===== config.mk =====
export PLATFORM = sky130hd
export DESIGN_NAME = onu_power_ctrl
export DESIGN_NICKNAME = d
export VERILOG_FILES = /design/src/rtl/onu_pwr_pkg.sv /design/src/rtl/onu_pwr_ctrl.sv /design/src/rtl/onu_pwr_stats.sv /design/src/rtl/onu_power_ctrl.sv
export SDC_FILE = /design/constraint.sdc
export NUM_CORES = 1
export LEC_CHECK = 0
export BUFFER_PORTS_ARGS = -buffer_cell sky130_fd_sc_hd__buf_2
export CAP_MARGIN = 10
export CORE_ASPECT_RATIO = 0.5
export CORE_MARGIN = 2
export CORE_UTILIZATION = 50
export DETAILED_ROUTE_END_ITERATION = 16
export HOLD_SLACK_MARGIN = 0.1
export PLACE_DENSITY = 0.77
export SETUP_SLACK_MARGIN = 0.1
export SYNTH_ARGS = -nofsm -noshare
export SYNTH_HDL_FRONTEND = slang
export SYNTH_HIERARCHICAL = 1
export SYNTH_SLANG_ARGS = --single-unit

===== constraint.sdc =====
create_clock -name clk -period 2.8 [get_ports clk]
set_clock_uncertainty 0.05 [all_clocks]
set_input_delay 0.42 -clock clk [delete_from_list [all_inputs] [get_ports clk]]
set_output_delay 0.42 -clock clk [all_outputs]
set_load 0.02 [all_outputs]

===== src/rtl/onu_pwr_pkg.sv =====
package onu_pwr_pkg;

  localparam int NUM_STATES = 4;

  typedef enum logic [1:0] {
    ST_ACTIVE = 2'b00,
    ST_SLEEP  = 2'b01,
    ST_LOWPWR = 2'b10,
    ST_WAKE   = 2'b11
  } pwr_state_e;

  // Strobes passed from the control FSM to the statistics datapath
  typedef struct packed {
    logic                  clear;
    logic [NUM_STATES-1:0] stateHot;
  } stat_strobe_t;

endpackage


===== src/rtl/onu_pwr_ctrl.sv =====
module onu_pwr_ctrl
  import onu_pwr_pkg::*;
#(
  parameter int SLEEP_CYCLES  = 450,
  parameter int LOWPWR_CYCLES = 6200,
  parameter int WAKE_CYCLES   = 700
) (
  input  logic         clk,
  input  logic         rstN,
  input  logic         hdrValid,
  input  logic         hdrSleep,
  input  logic         statClear,
  output pwr_state_e   stateQ,
  output stat_strobe_t strobes
);

  localparam int MAX_A  = (SLEEP_CYCLES > LOWPWR_CYCLES) ? SLEEP_CYCLES : LOWPWR_CYCLES;
  localparam int MAX_IV = (MAX_A > WAKE_CYCLES) ? MAX_A : WAKE_CYCLES;
  localparam int TMR_W  = (MAX_IV > 1) ? $clog2(MAX_IV) : 1;

  logic [TMR_W-1:0] timerQ;
  pwr_state_e       stateNxt;
  logic             timerDone;

  function automatic logic [TMR_W-1:0] loadFor(pwr_state_e s);
    case (s)
      ST_SLEEP:  return TMR_W'(SLEEP_CYCLES - 1);
      ST_LOWPWR: return TMR_W'(LOWPWR_CYCLES - 1);
      ST_WAKE:   return TMR_W'(WAKE_CYCLES - 1);
      default:   return '0;
    endcase
  endfunction

  assign timerDone = (timerQ == '0);

  always_comb begin
    stateNxt = stateQ;
    case (stateQ)
      ST_ACTIVE: if (hdrValid && hdrSleep) stateNxt = ST_SLEEP;
      ST_SLEEP:  if (timerDone) stateNxt = ST_LOWPWR;
      ST_LOWPWR: if (timerDone) stateNxt = ST_WAKE;
      ST_WAKE:   if (timerDone) stateNxt = ST_ACTIVE;
      default:   stateNxt = ST_ACTIVE;
    endcase
  end

  always_ff @(posedge clk) begin
    if (!rstN) begin
      stateQ <= ST_ACTIVE;
      timerQ <= '0;
    end else begin
      stateQ <= stateNxt;
      if (stateNxt != stateQ)
        timerQ <= loadFor(stateNxt);
      else if (!timerDone)
        timerQ <= timerQ - 1'b1;
    end
  end

  always_comb begin
    strobes.clear    = statClear;
    strobes.stateHot = '0;
    strobes.stateHot[stateQ] = 1'b1;
  end

endmodule


===== src/rtl/onu_pwr_stats.sv =====
module onu_pwr_stats
  import onu_pwr_pkg::*;
#(
  parameter int STAT_W = 32
) (
  input  logic              clk,
  input  logic              rstN,
  input  stat_strobe_t      strobes,
  output logic [STAT_W-1:0] counts [NUM_STATES]
);

  for (genvar g = 0; g < NUM_STATES; g++) begin : g_cnt
    logic [STAT_W-1:0] cntQ;
    always_ff @(posedge clk) begin
      if (!rstN || strobes.clear)
        cntQ <= '0;
      else if (strobes.stateHot[g] && (cntQ != '1))
        cntQ <= cntQ + 1'b1;
    end
    assign counts[g] = cntQ;
  end

endmodule


===== src/rtl/onu_power_ctrl.sv =====
module onu_power_ctrl
  import onu_pwr_pkg::*;
#(
  parameter int SLEEP_CYCLES  = 450,
  parameter int LOWPWR_CYCLES = 6200,
  parameter int WAKE_CYCLES   = 700,
  parameter int STAT_W        = 32
) (
  input  logic              clk,
  input  logic              rstN,
  input  logic              hdrValid,
  input  logic              hdrSleep,
  input  logic              statClear,
  output logic [1:0]        pwrState,
  output logic              rxEnable,
  output logic              xcvrPowerEn,
  output logic [STAT_W-1:0] activeCycles,
  output logic [STAT_W-1:0] sleepCycles,
  output logic [STAT_W-1:0] lowPowerCycles,
  output logic [STAT_W-1:0] wakeCycles
);

  pwr_state_e        stateQ;
  stat_strobe_t      strobes;
  logic [STAT_W-1:0] counts [NUM_STATES];

  onu_pwr_ctrl #(
    .SLEEP_CYCLES (SLEEP_CYCLES),
    .LOWPWR_CYCLES(LOWPWR_CYCLES),
    .WAKE_CYCLES  (WAKE_CYCLES)
  ) u_ctrl (
    .clk      (clk),
    .rstN     (rstN),
    .hdrValid (hdrValid),
    .hdrSleep (hdrSleep),
    .statClear(statClear),
    .stateQ   (stateQ),
    .strobes  (strobes)
  );

  onu_pwr_stats #(.STAT_W(STAT_W)) u_stats (
    .clk    (clk),
    .rstN   (rstN),
    .strobes(strobes),
    .counts (counts)
  );

  assign pwrState       = stateQ;
  assign rxEnable       = (stateQ == ST_ACTIVE);
  assign xcvrPowerEn    = (stateQ != ST_LOWPWR);
  assign activeCycles   = counts[ST_ACTIVE];
  assign sleepCycles    = counts[ST_SLEEP];
  assign lowPowerCycles = counts[ST_LOWPWR];
  assign wakeCycles     = counts[ST_WAKE];

endmodule


==> impl_results.md, run 1 <==
- Status: completed
- Slew margin rel.: 35.4%
- Most used cell, CP: and4_1
- Core Area: 15,300 µm²
- Sw Ratio: 27.5%
- Gate power share: 14.4%
- Clock power share: 44.4%
- Worst-Skew Late Latency: 430 ps
- Hold Crit Class: primary input to flop
- Die width: 180 µm
- Final #Nets: 1,047
- Worst endpoint required time: 3100 ps
- Total gr overflow: 0
- Post-synth EDFFs: 0
- Placed cell area: 8620 µm²
- FMAX: 404 MHz
- Final Wtd Congestion: 0.913
- Min-Delay Path Depth: 2
- Fill count: 1,316
- Syn nets: 916
- Row cnt: 32
- Clock buffer depth: 2
- Buf+Inv Stages, Crit Path: 0
- R2r setup slk: 320 ps
- Root Buffer: clkbuf_16
- Delay-heaviest family, CP: simple AND/OR/NAND/NOR gates
- CTS Buf Count: 17
- Setup_tns: 0 ps
- Largest net degree at the start of global routing: 48
- Crit Path Max Fanout: 11
- Fin. max-slew vios: 0
- H-tree Lvls: 4
- First-pass GRT wire length: 33,900 µm
- CTS resizes: 0
- Ys async rst share: 0%
- Crit path launch: u_ctrl/stateQ[1]
- Reg power frac: 41.2%
- Lkg Pwr: 3.56 nW
- Synthesis-stage register bit count: 143
- TritonCTS clock tree: built
- PortBufs: 136
- I/O Pins: 137
- Startpoint types: flop
- DRT iter0 DRCs: 647
- GRT Util Overall: 24.8%
- Dominant cell type by area after synthesis: dfxtp_1
- Slowest Stage Delay on Critical Path: 540 ps
- Antenna violations before repair: 0
- CP Capture Type: flop
- Drt wl/cell: 16.5 µm
- Syn Area/Cell: 8.51 µm²
- Commonest non-fill, non-tap cell in the layout: dfxtp_1
- Share of the synthesized area in the top cell type: 37.1%
- Tmin final: 2480 ps
- Syn-to-layout area delta: 19.9%
- DRC viols: 0
- Most used DFF post-synth: dfxtp_1
- R2r startpoint: u_ctrl/stateQ[1]
- Hold_sp: rstN
- Peak supply drop: 0.000436 V
- Final setup vio count: 0
- Synth Instances: 906
- CP max stage cell: dfxtp_1
- CTS Sinks: 143
- PD cells: 585 nW/µm²
- Syn Std Cell Area: 7710 µm²
- Unrepaired setup endpoints after global routing: no
- Final wirelength: 20,700 µm
- Synth area leaders: dfxtp_1 37%, nand2_1 3.9%, nand4_1 3.8%
- Max cap viols: 0
- Worst-margin pin slew: 964 ps
- Diode count: 0
- Die height: 91.8 µm
- Distinct cells, synth: 79
- Critical Path Stages: 6
- WP data arrival: 2770 ps
- Net Sw Power: 1.49 mW
- Hold buffers post-CTS: 0
- Final Hold Vio Count: 0
- Synth warn: 6
- Internal: 3.92 mW
- Crit path capture: u_stats/g_cnt[3].cntQ[23]
- Worst-path clk slew: 60 ps
- Vias per cell: 6.17
- Final period utilization: 88.4%
- R2r worst-path depth: 6
- Share of cells above drive strength 1: 22.5%
- Vias: 7,737
- Starting density of the core: 50.5%
- Fin area: 9240 µm²
- Sequential fraction of the synthesis area: 37.1%
- Most frequent cells in the layout: 143 x dfxtp_1, 136 x buf_2, 81 x nand2_1, 75 x nor2_1, 49 x a21oi_1
- Cell breakdown of the critical path: and2_1 > and4_1 > nand2_1 > a31oi_1 > and4_1 > mux2i_1
- Setup bufs post-CTS: 0
- Drt pass-1 iters: 6
- Vias in the first global route: 7,001
- Antenna Nets Post-Route: 0
- Die ar.: 16,500 µm²
- RR Endpoint: u_stats/g_cnt[3].cntQ[23]
- HPWL after detailed placement: 14,300 µm
- Crit path kind: flop to flop
- Final Power: 5.40 mW
sequential cells by signal, indices dropped and copies added, names as in the netlist:
signal	cells
u_stats/g_cnt.cntQ	128
u_ctrl/timerQ	13
u_ctrl/stateQ	2
worst min path at each step:
stage,end,slack [ps]
final,u_ctrl/timerQ[8],360
after global routing,u_ctrl/timerQ[8],380
after CTS,u_ctrl/timerQ[8],350
after detailed placement,u_stats/g_cnt[1].cntQ[14],440
after global placement,u_stats/g_cnt[0].cntQ[15],420
after floorplan,u_ctrl/timerQ[1],410
metal layers:
layer  wire length, µm  global-route usage [%]
met1              9440                    32.2
met2              9590                    40.2
met3              1260                    5.12
met4               444                    10.7
met5                 0                       0
power by group through the flow:
| stage | clock, mW | combinational [mW] | sequential [mW] |
|---|---|---|---|
| after global placement | 0 | 0.739 | 2.26 |
| final | 2.40 | 0.778 | 2.23 |
| after detailed placement | 0 | 0.760 | 2.27 |
| after global routing | 2.52 | 0.864 | 2.24 |
| after CTS | 2.43 | 0.768 | 2.22 |
| after floorplan | 0 | 0.586 | 2.25 |
layout make-up:
type                            instances  area [µm²]  area share [%]
Sequential cell                       143        2860            31.0
Tap cell                              204         255            2.76
Multi-Input combinational cell        700        4570            49.5
Inverter                               22        82.6           0.894
Clock buffer                           20         467            5.05
Clock inverter                         12         158            1.71
Timing Repair Buffer                  153         846            9.15
Yosys cell counts, drive strengths merged (20+ instances only):
master    n
nand2    81
nand3    39
nand4    54
xor2     22
or4      29
or3      34
a21oi    57
o31ai    22
nor2     77
and4     22
dfxtp   143
nor3     23
o21ai    42
a31oi    21
clkbuf   30
inv      22
xnor2    20
and3     20
logic make-up after synthesis:
group	synth area share, %
mux	1.69
flops	37.1
fa+ha+maj	0.812
xor+xnor	4.77
compound gates	18.3
simple gates	33.5
buf+inv	3.75
through the flow:
step / instances / util [%] / setup WS (ps) / hold slack [ps]
finish: 1254 / 60.6 / 325 / 360
global route: 1254 / 60.6 / 101 / 379
CTS: 1254 / 60.6 / 369 / 352
detailed placement: 1222 / 56.5 / 386 / 439
global placement: 1222 / 56.5 / 526 / 421
floorplan: 906 / - / 246 / 411
No activity file was read; power rests on OpenSTA's default activity.
==> inputs of run 2 (changes only) <==
--- a/config.mk
+++ b/config.mk
@@ -7,9 +7,9 @@
 export LEC_CHECK = 0
 export BUFFER_PORTS_ARGS = -buffer_cell sky130_fd_sc_hd__buf_2
 export CAP_MARGIN = 10
-export CORE_ASPECT_RATIO = 0.5
 export CORE_MARGIN = 2
 export CORE_UTILIZATION = 50
+export CTS_BUF_LIST = sky130_fd_sc_hd__clkbuf_2 sky130_fd_sc_hd__clkbuf_4 sky130_fd_sc_hd__clkbuf_8
 export DETAILED_ROUTE_END_ITERATION = 16
 export HOLD_SLACK_MARGIN = 0.1
 export PLACE_DENSITY = 0.77
==> impl_results.md, run 2 (synthesized netlist as in run 1, its figures left out) <==
- Crit path kind: flop to flop
- Largest regs: u_stats/g_cnt.cntQ (128), u_ctrl/timerQ (13), u_ctrl/stateQ (2)
- Sw Ratio: 27.3% (-0.18 points)
- PortBufs: 136 (unchanged)
- Final wirelength: 19,400 µm (-6.3%)
- Clock buffer depth: 2 (unchanged)
- Slew margin rel.: 33.4% (-2.0 points)
- Area occupied by multi-input gates: 4570 µm² (unchanged)
- CTS resizes: 0 (unchanged)
- Diode count: 0 (unchanged)
- Lkg Pwr: 3.46 nW (-2.6%)
- Fin. max-slew vios: 0 (unchanged)
- Final Wtd Congestion: 0.886 (-3.0%)
- Drt wl/cell: 15.7 µm (-5.0%)
- Die height: 128 µm (+40%)
- Most frequent cells in the layout: 143 x dfxtp_1, 136 x buf_2, 81 x nand2_1, 75 x nor2_1, 49 x a21oi_1
- Hold Crit Class: primary input to flop
- First-pass GRT wire length: 32,000 µm (-5.7%)
- FMAX: 413 MHz (+2.2%)
- Gate power share: 15.3% (+0.9 points)
- Setup bufs post-CTS: 0 (unchanged)
- Crit Path Max Fanout: 11 (unchanged)
- Fill count: 1,372 (+4.3%)
- Antenna violations before repair: 0 (unchanged)
- Setup_tns: 0 ps (unchanged)
- DRC viols: 0 (unchanged)
- Commonest non-fill, non-tap cell in the layout: dfxtp_1
- Register area: 2860 µm² (unchanged)
- WP data arrival: 2750 ps (-20 ps)
- Peak supply drop: 0.000279 V (-36%)
- Largest net degree at the start of global routing: 59 (+23%)
- Startpoint types: flop
- Tmin final: 2420 ps (-52.6 ps)
- Core Area: 15,100 µm² (-0.71%)
- Buf+Inv Stages, Crit Path: 0 (unchanged)
- H-tree Lvls: 4 (unchanged)
- Vias: 7,444 (-3.8%)
- CTS Sinks: 143 (unchanged)
- Worst endpoint required time: 3130 ps (+30 ps)
- Status: completed
- Vias per cell: 6.02 (-2.4%)
- Delay-heaviest family, CP: simple AND/OR/NAND/NOR gates
- CP max stage cell: dfxtp_1
- PD cells: 525 nW/µm² (-10%)
- Slowest Stage Delay on Critical Path: 540 ps (about the same)
- Unrepaired setup endpoints after global routing: no
- Final Power: 4.73 mW (-13%)
- CP Capture Type: flop
- R2r setup slk: 380 ps (+50 ps)
- Worst-margin pin slew: 994 ps (+30.2 ps)
- CTS Buf Count: 17 (unchanged)
- Largest register by flop count: u_stats/g_cnt.cntQ
- GRT Util Overall: 23.7% (-1.1 points)
- Net Sw Power: 1.29 mW (-13%)
- Max cap viols: 0 (unchanged)
- Total gr overflow: 0 (unchanged)
- Worst-Skew Late Latency: 460 ps (+30 ps)
- Final setup vio count: 0 (unchanged)
- DRT iter0 DRCs: 461 (-29%)
- Reg power frac: 47.0% (+5.8 points)
- Vias in the first global route: 6,563 (-6.3%)
- Starting density of the core: 50.9% (+0.36 points)
- Final Hold Vio Count: 0 (unchanged)
- Internal: 3.43 mW (-12%)
- Share of cells above drive strength 1: 22.3% (-0.15 points)
- Clock power share: 37.7% (-6.7 points)
- Drt pass-1 iters: 6 (unchanged)
- TritonCTS clock tree: built
- Antenna Nets Post-Route: 0 (unchanged)
- I/O Pins: 137 (unchanged)
- Final period utilization: 86.5% (-1.9 points)
- Row cnt: 45 (+41%)
- Final #Nets: 1,046 (-0.096%)
- Syn-to-layout area delta: 16.7%
- Die width: 128 µm (-29%)
- Max reg flops: 128 (unchanged)
- Root Buffer: clkbuf_8
- Cell breakdown of the critical path: nor2b_1 > nand3_1 > nor3_1 > or4b_1 > or3_1 > a21oi_1
- Worst-path clk slew: 70 ps (about the same)
- HPWL after detailed placement: 13,500 µm (-5.7%)
- Hold buffers post-CTS: 0 (unchanged)
- Die ar.: 16,400 µm² (-0.37%)
run 2: changes by cell type in the layout (fill, tap and decap cells not counted), sizes merged:
cell      previous run  this run
clkbuf              20        26
clkinv               4         1
buf                153       152
inv                 24        22
clkinvlp             3         1
run 2: worst min-delay path, delay by kind of cell:
| family | cells | cell delay [ps] |
|---|---|---|
| AOI/OAI and AO/OA | 2 | 140 |
| buffers and inverters | 1 | 200 |
run 2: final timing paths:
path | start | depth (start not counted) | end
hold reg to reg | u_stats/g_cnt[1].cntQ[11] | 2 | u_stats/g_cnt[1].cntQ[11]
hold / removal | rstN | 3 | u_ctrl/timerQ[7]
setup / recovery | u_ctrl/stateQ[1] | 6 | u_stats/g_cnt[2].cntQ[31]
setup reg to reg | u_ctrl/stateQ[1] | 6 | u_stats/g_cnt[2].cntQ[31]
run 2: per-layer routing:
metal  up-vias  share of wire [%]  GRT usage [%]
met3        25                6.1           6.39
met5         -                  0              0
met2       215                 45           36.7
li1       3716                  -              -
met1      3488                 47           31.7
met4         0                1.9           8.60
run 2: layout make-up:
class | instances | share of cell area (%)
Multi-Input combinational cell | 700 | 50.8
Sequential cell | 143 | 31.8
Timing Repair Buffer | 152 | 9.04
Clock buffer | 26 | 3.63
Tap cell | 188 | 2.62
Clock inverter | 5 | 1.14
Inverter | 22 | 0.918
run 2: power groups by stage:
stage / logic (mW) / registers (mW) / clock network (mW)
2_1_floorplan: 0.586 / 2.25 / 0
6_report: 0.723 / 2.22 / 1.78
4_1_cts: 0.719 / 2.22 / 1.82
3_5_place_dp: 0.714 / 2.26 / 0
5_1_grt: 0.806 / 2.24 / 1.90
3_3_place_gp: 0.713 / 2.26 / 0
run 2: stage by stage:
step | utilization (%) | area [µm²] | setup slack (ps) | instances | hold WS, ps
3_3_place_gp | 56.5 | 8560 | 517 | 1205 | 420
5_1_grt | 59.4 | 8990 | 163 | 1236 | 313
3_5_place_dp | 56.5 | 8560 | 447 | 1205 | 435
2_1_floorplan | - | 7710 | 246 | 906 | 411
6_report | 59.4 | 8990 | 377 | 1236 | 311
4_1_cts | 59.4 | 8990 | 399 | 1236 | 294
==> inputs of run 3 (changes only) <==
--- a/config.mk
+++ b/config.mk
@@ -7,12 +7,13 @@
 export LEC_CHECK = 0
 export BUFFER_PORTS_ARGS = -buffer_cell sky130_fd_sc_hd__buf_2
 export CAP_MARGIN = 10
+export CORE_ASPECT_RATIO = 1.75
 export CORE_MARGIN = 2
-export CORE_UTILIZATION = 50
+export CORE_UTILIZATION = 58
 export CTS_BUF_LIST = sky130_fd_sc_hd__clkbuf_2 sky130_fd_sc_hd__clkbuf_4 sky130_fd_sc_hd__clkbuf_8
 export DETAILED_ROUTE_END_ITERATION = 16
 export HOLD_SLACK_MARGIN = 0.1
-export PLACE_DENSITY = 0.77
+export PLACE_DENSITY = 0.86
 export SETUP_SLACK_MARGIN = 0.1
 export SYNTH_ARGS = -nofsm -noshare
 export SYNTH_HDL_FRONTEND = slang
==> impl_results.md, run 3 (synthesized netlist as in run 1, its figures left out) <==
- Antenna Nets Post-Route: 0 (unchanged)
- Fill count: 1,109 (-19%)
- First-pass GRT wire length: 32,600 µm (+1.9%)
- Final #Nets: 1,048 (+0.19%)
- GRT Util Overall: 27.3% (+3.6 points)
- DRT met1 WL: 7750 µm (-15%)
- Commonest non-fill, non-tap cell in the layout: dfxtp_1
- Drt pass-1 iters: 5 (-1)
- Root Buffer: clkbuf_8
- Clock power share: 36.1% (-1.6 points)
- Starting density of the core: 59.6% (+8.7 points)
- Met2 routed WL: 10,500 µm (+20%)
- Lkg Pwr: 3.46 nW (about the same)
- Final setup vio count: 0 (unchanged)
- Routed wl met3: 1020 µm (-14%)
- Crit path kind: flop to flop
- Most frequent cells in the layout: 143 x dfxtp_1, 136 x buf_2, 81 x nand2_1, 75 x nor2_1, 49 x a21oi_1
- Die height: 156 µm (+22%)
- Fin. max-slew vios: 0 (unchanged)
- Setup_tns: 0 ps (unchanged)
- Final wirelength: 19,600 µm (+1.1%)
- Sw Ratio: 28.6% (+1.3 points)
- PortBufs: 136 (unchanged)
- TritonCTS clock tree: built
- Reg power frac: 47.9% (+0.9 points)
- CTS Sinks: 143 (unchanged)
- Vias in the first global route: 7,006 (+6.7%)
- Antenna violations before repair: 0 (unchanged)
- Row cnt: 55 (+22%)
- Final period utilization: 87.5% (+0.93 points)
- Startpoint types: flop
- Crit Path Max Fanout: 8 (-3)
- Gate power share: 16.0% (+0.7 points)
- Largest register by flop count: u_stats/g_cnt.cntQ
- Worst-Skew Late Latency: 440 ps (-20 ps)
- Hold Crit Class: primary input to flop
- PD cells: 517 nW/µm² (-1.7%)
- Peak supply drop: 0.000364 V (+30%)
- CTS Buf Count: 17 (unchanged)
- Slew margin rel.: 34.0% (+0.62 points)
- Diode count: 0 (unchanged)
- Core Util, Final: 69.3% (+10 points)
- Max reg flops: 128 (unchanged)
- Share of cells above drive strength 1: 22.6% (+0.24 points)
- WP data arrival: 2720 ps (-30 ps)
- Die ar.: 14,300 µm² (-13%)
- Vias per cell: 6.30 (+4.6%)
- Worst-margin pin slew: 985 ps (-9.30 ps)
- DRC viols: 0 (unchanged)
- Largest regs: u_stats/g_cnt.cntQ (128), u_ctrl/timerQ (13), u_ctrl/stateQ (2)
- Syn-to-layout area delta: 16.4%
- Total gr overflow: 0 (unchanged)
- Internal: 3.31 mW (-3.7%)
- Clock buffer depth: 2 (unchanged)
- Worst endpoint required time: 3080 ps (-50 ps)
- Die width: 91.1 µm (-29%)
- Core Area: 12,900 µm² (-15%)
- DRT iter0 DRCs: 421 (-8.7%)
- H-tree Lvls: 4 (unchanged)
- HPWL after detailed placement: 13,800 µm (+2.3%)
- Final Hold Vio Count: 0 (unchanged)
- Net Sw Power: 1.33 mW (+2.8%)
- Drt wl/cell: 16.1 µm (+2.3%)
- FMAX: 408 MHz (-1.1%)
- I/O Pins: 137 (unchanged)
- Final Wtd Congestion: 0.926 (+4.6%)
- Status: completed
- Vias: 7,692 (+3.3%)
- Uppermost routed layer: met4
- Tmin final: 2450 ps (+25.9 ps)
- Unrepaired setup endpoints after global routing: no
- CP Capture Type: flop
- Hold buffers post-CTS: 0 (unchanged)
- Worst-path clk slew: 80 ps (about the same)
- Max cap viols: 0 (unchanged)
- Largest net degree at the start of global routing: 61 (+3.4%)
==> run 3: changes by cell type in the layout (fill, tap and decap cells not counted), sizes merged <==
| cell | change |
|---|---|
| clkbuf | -7 |
| clkinv | +7 |
| buf | +2 |
==> run 3: stage by stage <==
step / hold WS [ps] / setup slack (ps) / total power [mW] / cells / cell area [µm²]
after floorplan: 411 / 246 / 2.83 / 906 / 7710
after global placement: 414 / 525 / 2.97 / 1190 / 8570
after detailed placement: 424 / 425 / 2.99 / 1190 / 8570
after CTS: 271 / 411 / 4.65 / 1221 / 8960
after global routing: 281 / 160 / 4.85 / 1221 / 8970
final: 308 / 351 / 4.63 / 1221 / 8970
==> run 3: final timing paths <==
kind	startpoint	endpoint	slack, ps	cells past startpoint
max reg2reg	u_ctrl/stateQ[1]	u_stats/g_cnt[3].cntQ[27]	350	7
min	statClear	u_stats/g_cnt[1].cntQ[14]	310	4
min reg2reg	u_stats/g_cnt[0].cntQ[15]	u_stats/g_cnt[0].cntQ[15]	440	2
max	u_ctrl/stateQ[1]	u_stats/g_cnt[3].cntQ[27]	350	7
==> run 3: cell type report <==
cell class | instances | area [µm²] | share of cell area, %
sequential | 143 | 2860 | 31.9
clock buffer | 19 | 249 | 2.78
multi-input combinational | 700 | 4580 | 51.0
tap | 171 | 214 | 2.39
timing repair buffer | 154 | 841 | 9.37
inverter | 22 | 82.6 | 0.921
clock inverter | 12 | 145 | 1.62
==> run 3: routing by layer <==
| metal | global-route usage [%] | up-vias |
|---|---|---|
| met3 | 5.92 | 38 |
| li1 | - | 3707 |
| met1 | 31.1 | 3688 |
| met4 | 10.5 | 0 |
| met5 | 0 | - |
| met2 | 49.3 | 259 |
==> run 3: critical path, stage by stage (launching register included) <==
cell	delay (ps)
dfxtp_1	430
buf_4	180
and2_1	270
and4_1	410
nand4_1	270
a2111oi_1	480
xnor2_1	180
nor2_1	60
==> run 3: timing repair <==
item / 4_1_cts / 5_1_grt
setup buffers: 0 / 0
resized for setup: 0 / 1
setup endpoints to repair: 0 / 2
endpoints found under the hold margin: 0 / 0
==> run 3: power groups by stage <==
stage,clock network [mW],registers (mW),logic (mW)
floorplan,0,2.25,0.586
global placement,0,2.26,0.714
detailed placement,0,2.26,0.729
CTS,1.70,2.22,0.736
global route,1.80,2.23,0.817
finish,1.67,2.22,0.743
